`src/rtl/acc6_pkg.sv`:
```
package acc6_pkg;

    localparam int OPC_W = 2;

    typedef enum logic [OPC_W-1:0] {
        OP_INV  = 2'b00,
        OP_JREL = 2'b01,
        OP_OR   = 2'b10,
        OP_CADD = 2'b11
    } opcode_e;

    typedef enum logic [2:0] {
        ST_F1 = 3'd0,
        ST_F2 = 3'd1,
        ST_F3 = 3'd2,
        ST_X1 = 3'd3,
        ST_X2 = 3'd4
    } step_e;

    typedef enum logic [1:0] {
        ALU_PASS = 2'd0,
        ALU_NOT  = 2'd1,
        ALU_OR   = 2'd2,
        ALU_ADDN = 2'd3
    } alu_op_e;

    typedef struct packed {
        logic    ar_from_pc;
        logic    dr_load;
        logic    pc_inc;
        logic    pc_rel;
        logic    split_load;
        logic    ac_load;
        alu_op_e alu;
    } ctrl_t;

    // Opcodes whose work is done in the first execute step.
    function automatic logic single_exec(opcode_e op);
        return op == OP_INV;
    endfunction

    function automatic alu_op_e alu_for(opcode_e op);
        case (op)
            OP_INV:  return ALU_NOT;
            OP_OR:   return ALU_OR;
            OP_CADD: return ALU_ADDN;
            default: return ALU_PASS;
        endcase
    endfunction

endpackage

```
`src/rtl/acc6_alu.sv`:
```
module acc6_alu
    import acc6_pkg::*;
#(
    parameter int W = 8
) (
    input  alu_op_e      op,
    input  logic [W-1:0] a,
    input  logic [W-1:0] b,
    output logic [W-1:0] y
);
    always_comb begin
        case (op)
            ALU_NOT:  y = ~a;
            ALU_OR:   y = a | b;
            ALU_ADDN: y = a + ~b;   // one's-complement add, no carry-in
            default:  y = b;
        endcase
    end
endmodule

```
`src/rtl/acc6_ctrl.sv`:
```
module acc6_ctrl
    import acc6_pkg::*;
(
    input  logic    clk,
    input  logic    rst,
    input  opcode_e ir,
    output step_e   step,
    output ctrl_t   ctl
);
    step_e step_nx;

    always_ff @(posedge clk) begin
        if (rst) step <= ST_F1;
        else     step <= step_nx;
    end

    always_comb begin
        case (step)
            ST_F1:   step_nx = ST_F2;
            ST_F2:   step_nx = ST_F3;
            ST_F3:   step_nx = ST_X1;
            ST_X1:   step_nx = single_exec(ir) ? ST_F1 : ST_X2;
            default: step_nx = ST_F1;
        endcase
    end

    always_comb begin
        ctl = '0;
        ctl.alu = alu_for(ir);
        case (step)
            ST_F1: ctl.ar_from_pc = 1'b1;
            ST_F2: begin
                ctl.dr_load = 1'b1;
                ctl.pc_inc  = 1'b1;
            end
            ST_F3: ctl.split_load = 1'b1;
            ST_X1: begin
                if (single_exec(ir)) ctl.ac_load = 1'b1;
                else                 ctl.dr_load = 1'b1;
            end
            ST_X2: begin
                if (ir == OP_JREL) ctl.pc_rel  = 1'b1;
                else               ctl.ac_load = 1'b1;
            end
            default: ;
        endcase
    end
endmodule

```
`src/rtl/acc6_cpu.sv`:
```
module acc6_cpu
    import acc6_pkg::*;
#(
    parameter int ADDR_W = 6
) (
    input  logic                       clk,
    input  logic                       rst,
    output logic [ADDR_W-1:0]          mem_addr,
    input  logic [ADDR_W+OPC_W-1:0]    mem_rdata,
    output logic [ADDR_W+OPC_W-1:0]    acc_q,
    output logic [ADDR_W-1:0]          pc_q,
    output logic                       at_fetch
);
    localparam int DATA_W = ADDR_W + OPC_W;

    logic [ADDR_W-1:0] pc, ar;
    logic [DATA_W-1:0] ac, dr, alu_y;
    opcode_e           ir;
    step_e             step;
    ctrl_t             ctl;

    acc6_ctrl u_ctrl (
        .clk  (clk),
        .rst  (rst),
        .ir   (ir),
        .step (step),
        .ctl  (ctl)
    );

    acc6_alu #(.W(DATA_W)) u_alu (
        .op (ctl.alu),
        .a  (ac),
        .b  (dr),
        .y  (alu_y)
    );

    always_ff @(posedge clk) begin
        if (rst) begin
            pc <= '0;
            ar <= '0;
            ac <= '0;
            dr <= '0;
            ir <= OP_INV;
        end else begin
            if (ctl.ar_from_pc) ar <= pc;
            if (ctl.dr_load)    dr <= mem_rdata;
            if (ctl.pc_inc)     pc <= pc + ADDR_W'(1);
            else if (ctl.pc_rel) pc <= pc + dr[ADDR_W-1:0];
            if (ctl.split_load) begin
                ir <= opcode_e'(dr[DATA_W-1 -: OPC_W]);
                ar <= dr[ADDR_W-1:0];
            end
            if (ctl.ac_load)    ac <= alu_y;
        end
    end

    assign mem_addr = ar;
    assign acc_q    = ac;
    assign pc_q     = pc;
    assign at_fetch = (step == ST_F1);
endmodule

```
`config.mk`:
```
export PLATFORM = sky130hd
export DESIGN_NAME = acc6_cpu
export DESIGN_NICKNAME = d
export VERILOG_FILES = /design/src/rtl/acc6_pkg.sv /design/src/rtl/acc6_alu.sv /design/src/rtl/acc6_ctrl.sv /design/src/rtl/acc6_cpu.sv
export SDC_FILE = /design/constraint.sdc
export NUM_CORES = 1
export LEC_CHECK = 0
export ABC_CLOCK_PERIOD_IN_PS = 3250
export BUFFER_PORTS_ARGS = -buffer_cell sky130_fd_sc_hd__buf_4
export CAP_MARGIN = 25
export CORE_UTILIZATION = 55
export CTS_BUF_LIST = sky130_fd_sc_hd__clkbuf_8
export DETAILED_ROUTE_END_ITERATION = 10
export PLACE_DENSITY = 0.77
export SLEW_MARGIN = 15
export SYNTH_ARGS = -nofsm -noshare
export SYNTH_HDL_FRONTEND = slang
export SYNTH_SLANG_ARGS = --single-unit
```
`constraint.sdc`:
```
create_clock -name clk -period 3.25 [get_ports clk]
set_clock_uncertainty 0.1 [all_clocks]
set_input_delay 0.325 -clock clk [delete_from_list [all_inputs] [get_ports clk]]
set_output_delay 0.325 -clock clk [all_outputs]
set_load 0.01 [all_outputs]
```
==> flow_metrics.env <==
export IMPL_crit_required_ps=3320
export IMPL_yosys_area_share_simple_pct=16.45
export IMPL_crit_path_start_kind="flop"
export IMPL_cp_end_kind="flop"
export IMPL_dr_pass1_iters=4
export IMPL_worstPathArrival_ps=2680
export IMPL_finalCritPeriodShare_pct=80.26
export IMPL_maxSlewHeadroom_pct=31.25
export IMPL_hp_class="in -> reg"
export IMPL_die_h_um=64.45
export IMPL_async_flop_share_pct=0
export IMPL_drc_errors=0
export IMPL_synthMuxAreaShare_pct=11.73
export IMPL_gp_congestion=0.8347
export IMPL_tns_ps=0
export IMPL_grt_overflow_total=0
export IMPL_core_um2=3689
export IMPL_finalSetupViolations=0
export IMPL_dp_cells=320
export IMPL_synth_main_ff_cell="dfxtp_1"
export IMPL_p_leak_nw=1.038
export IMPL_avgViaCountPerCell=5.518
export IMPL_setup_ws_ps=641.6
export IMPL_fin_crit_ps=2608
export IMPL_grt_pass1_wl_um=7714
export IMPL_ctsHoldBuffers=0
export IMPL_synth_avg_cell_area_um2=8.477
export IMPL_start_util_pct=58.14
export IMPL_synth_edff_count=0
export IMPL_grt_total_usage_pct=24.33
export IMPL_finalPower_mw=1.114
export IMPL_r2r_end="pc_q[4]$_SDFFE_PP0P_"
export IMPL_synth_cell_types=40
export IMPL_htreeDepth=2
export IMPL_grt_pass1_vias=1666
export IMPL_antenna_found_initial=0
export IMPL_area_delta_synth_final_pct=16.28
export IMPL_synth_adder_area_share_pct=13.54
export IMPL_syn_num_nets=285
export IMPL_nNetsFinal=311
export IMPL_ys_seq_elements=33
export IMPL_io_buffer_count=30
export IMPL_routedWlPerCell_um=13.94
export IMPL_peakVddDrop_uv=267.5
export IMPL_synth_top_family_by_area="simple AND/OR/NAND/NOR gates"
export IMPL_r2r_start="u_ctrl.step[2]$_SDFF_PP0_"
export IMPL_r2r_cells=10
export IMPL_critPathKind="reg -> reg"
export IMPL_clk_latency_ps=290
export IMPL_max_cap_violations=0
export IMPL_numCtsBuffers=5
export IMPL_dp_hpwl_um=3169
export IMPL_routed_wl_um=4573
export IMPL_status="finished, final reports clean"
export IMPL_tightest_slew_ps=1027
export IMPL_vias=1810
export IMPL_worstSetupStartpoint="u_ctrl.step[2]$_SDFF_PP0_"
export IMPL_report_final_hold_viol_count=0
export IMPL_ctsResizeCount=0
export IMPL_drive_gt1_share_pct=16.79
export IMPL_synth_compound_area_share_pct=16.28
export IMPL_clockRootBuffer="clkbuf_8"
export IMPL_die_area_um2=4153
export IMPL_final_cells=328
export IMPL_cts_buffer_depth=2
export IMPL_fmax_ghz=0.3834
export IMPL_grt_max_degree=35
export IMPL_cp_endpoint="pc_q[4]$_SDFFE_PP0P_"
export IMPL_rows=22
export IMPL_pre_cts_slack_ps=671.5
export IMPL_seq_area_frac_synth_pct=30.81
export IMPL_syn_inst=253
export IMPL_ant_nets=0
export IMPL_drt_iter0_markers=69
export IMPL_drv_slew=0
export IMPL_cts_tree="built"
export IMPL_cts_clk_slew_worst_paths_ps=70
export IMPL_ff2ff_setup_slack_ps=640
export IMPL_cts_setup_buffers=0
export IMPL_fin_util_pct=67.61
export IMPL_rsz0062_at_grt="no"
export IMPL_ys_warn_count=0
export IMPL_syn_area_um2=2145
export IMPL_pwr_density_cell_nw_per_um2=446.8
export IMPL_synthXorXnorAreaFrac_pct=3.676
export IMPL_holdPathStages=3
export IMPL_io_pin_count=31
export IMPL_critPathMaxFanout=8
export IMPL_clock_sinks=33
export IMPL_die_w_um=64.45
export IMPL_antennaDiodeCount=0
[how the worst min path moves through the flow]
stage | slack (ps) | endpoint | start
after floorplan | 360 | ir[1]$_SDFFE_PP0P_ | dr[7]$_SDFFE_PP0P_
after global placement | 380 | ir[1]$_SDFFE_PP0P_ | dr[7]$_SDFFE_PP0P_
after detailed placement | 380 | ir[1]$_SDFFE_PP0P_ | dr[7]$_SDFFE_PP0P_
after CTS | 170 | dr[4]$_SDFFE_PP0P_ | mem_rdata[4]
after global routing | 180 | dr[7]$_SDFFE_PP0P_ | mem_rdata[7]
final | 170 | dr[4]$_SDFFE_PP0P_ | mem_rdata[4]
[cells by family (layout without fill, tap and decap cells)]
logic type,count (synthesis),count (layout)
flip-flops,33,33
AO/OA/AOI/OAI,53,53
multiplexers,25,25
adder cells (fa/ha/maj),22,22
XOR/XNOR,9,9
AND/OR/NAND/NOR,74,74
buffers and inverters,37,64
[sequential cells by signal, summed over array words and instances, names as in the netlist]
| signal | flops |
|---|---|
| acc_q | 8 |
| dr | 8 |
| mem_addr | 6 |
| pc_q | 6 |
| u_ctrl.step | 3 |
| ir | 2 |
[area by class of cell]
class | count | area (um^2)
Multi-Input combinational cell | 183 | 1323
Fill cell | 329 | 1195
Sequential cell | 33 | 660.6
Timing Repair Buffer | 33 | 247.7
Inverter | 23 | 86.33
Clock buffer | 6 | 82.58
Tap cell | 48 | 60.06
Clock inverter | 2 | 33.78
[cells in the mapped netlist, types with 3 or more instances]
| cell type | number | area, um^2 |
|---|---|---|
| nor2_1 | 34 | 127.6 |
| inv_1 | 23 | 86.33 |
| nand3_1 | 5 | 25.02 |
| buf_2 | 6 | 30.03 |
| a211oi_1 | 12 | 90.09 |
| mux2i_1 | 24 | 240.2 |
| xnor2_1 | 9 | 78.83 |
| or3_1 | 3 | 18.77 |
| o21ai_0 | 9 | 45.04 |
| nand2b_1 | 3 | 18.77 |
| ha_1 | 20 | 250.2 |
| nor3_1 | 6 | 30.03 |
| dfxtp_1 | 33 | 660.6 |
| clkbuf_1 | 6 | 22.52 |
| a21oi_1 | 16 | 80.08 |
| nand2_1 | 11 | 41.29 |
[cell usage in the layout, fill, tap and decap left out, types with 2 or more instances in the layout]
cell / instances
clkbuf_8: 6
dfxtp_1: 33
o21bai_1: 2
mux2i_1: 24
a211oi_1: 12
or3_1: 3
nand2_1: 11
xnor2_1: 9
o31ai_1: 2
nor2_1: 34
a21oi_1: 16
buf_4: 33
nor3_1: 6
nand3_1: 5
nand3b_1: 2
ha_1: 20
nand2b_1: 3
o21ai_2: 2
o21a_1: 2
and2b_1: 2
fa_1: 2
o21ai_0: 9
inv_1: 24
a21o_1: 2
[stage by stage]
stage                     hold slack, ps  area, um^2
final                              168.9        2494
after global routing               176.0        2494
after CTS                          166.8        2494
after detailed placement           384.8        2377
after global placement             379.5        2377
after floorplan                    355.8        2145
[worst max-delay path, cell delays in order (launching register included)]
cell	delay, ps
dfxtp_1	430
and2b_1	230
and2b_1	220
or2_2	290
ha_1	220
fa_1	410
a21o_1	170
a21oi_1	160
xnor2_1	80
mux2i_1	130
nor2_1	50
[routing by layer]
metal	vias up	GRT usage, %	part of all wire [%]
met2	32	37.24	46
met3	5	5.634	3.7
met5	-	0	0
met4	0	11.94	1.3
met1	852	32.05	49
li1	921	-	-
[power breakdown]
part | switching, mW | internal [mW]
registers | 0.0244 | 0.430
clock network | 0.155 | 0.247
logic | 0.137 | 0.121
total | 0.317 | 0.798
Power figures use the tool's default switching activity.
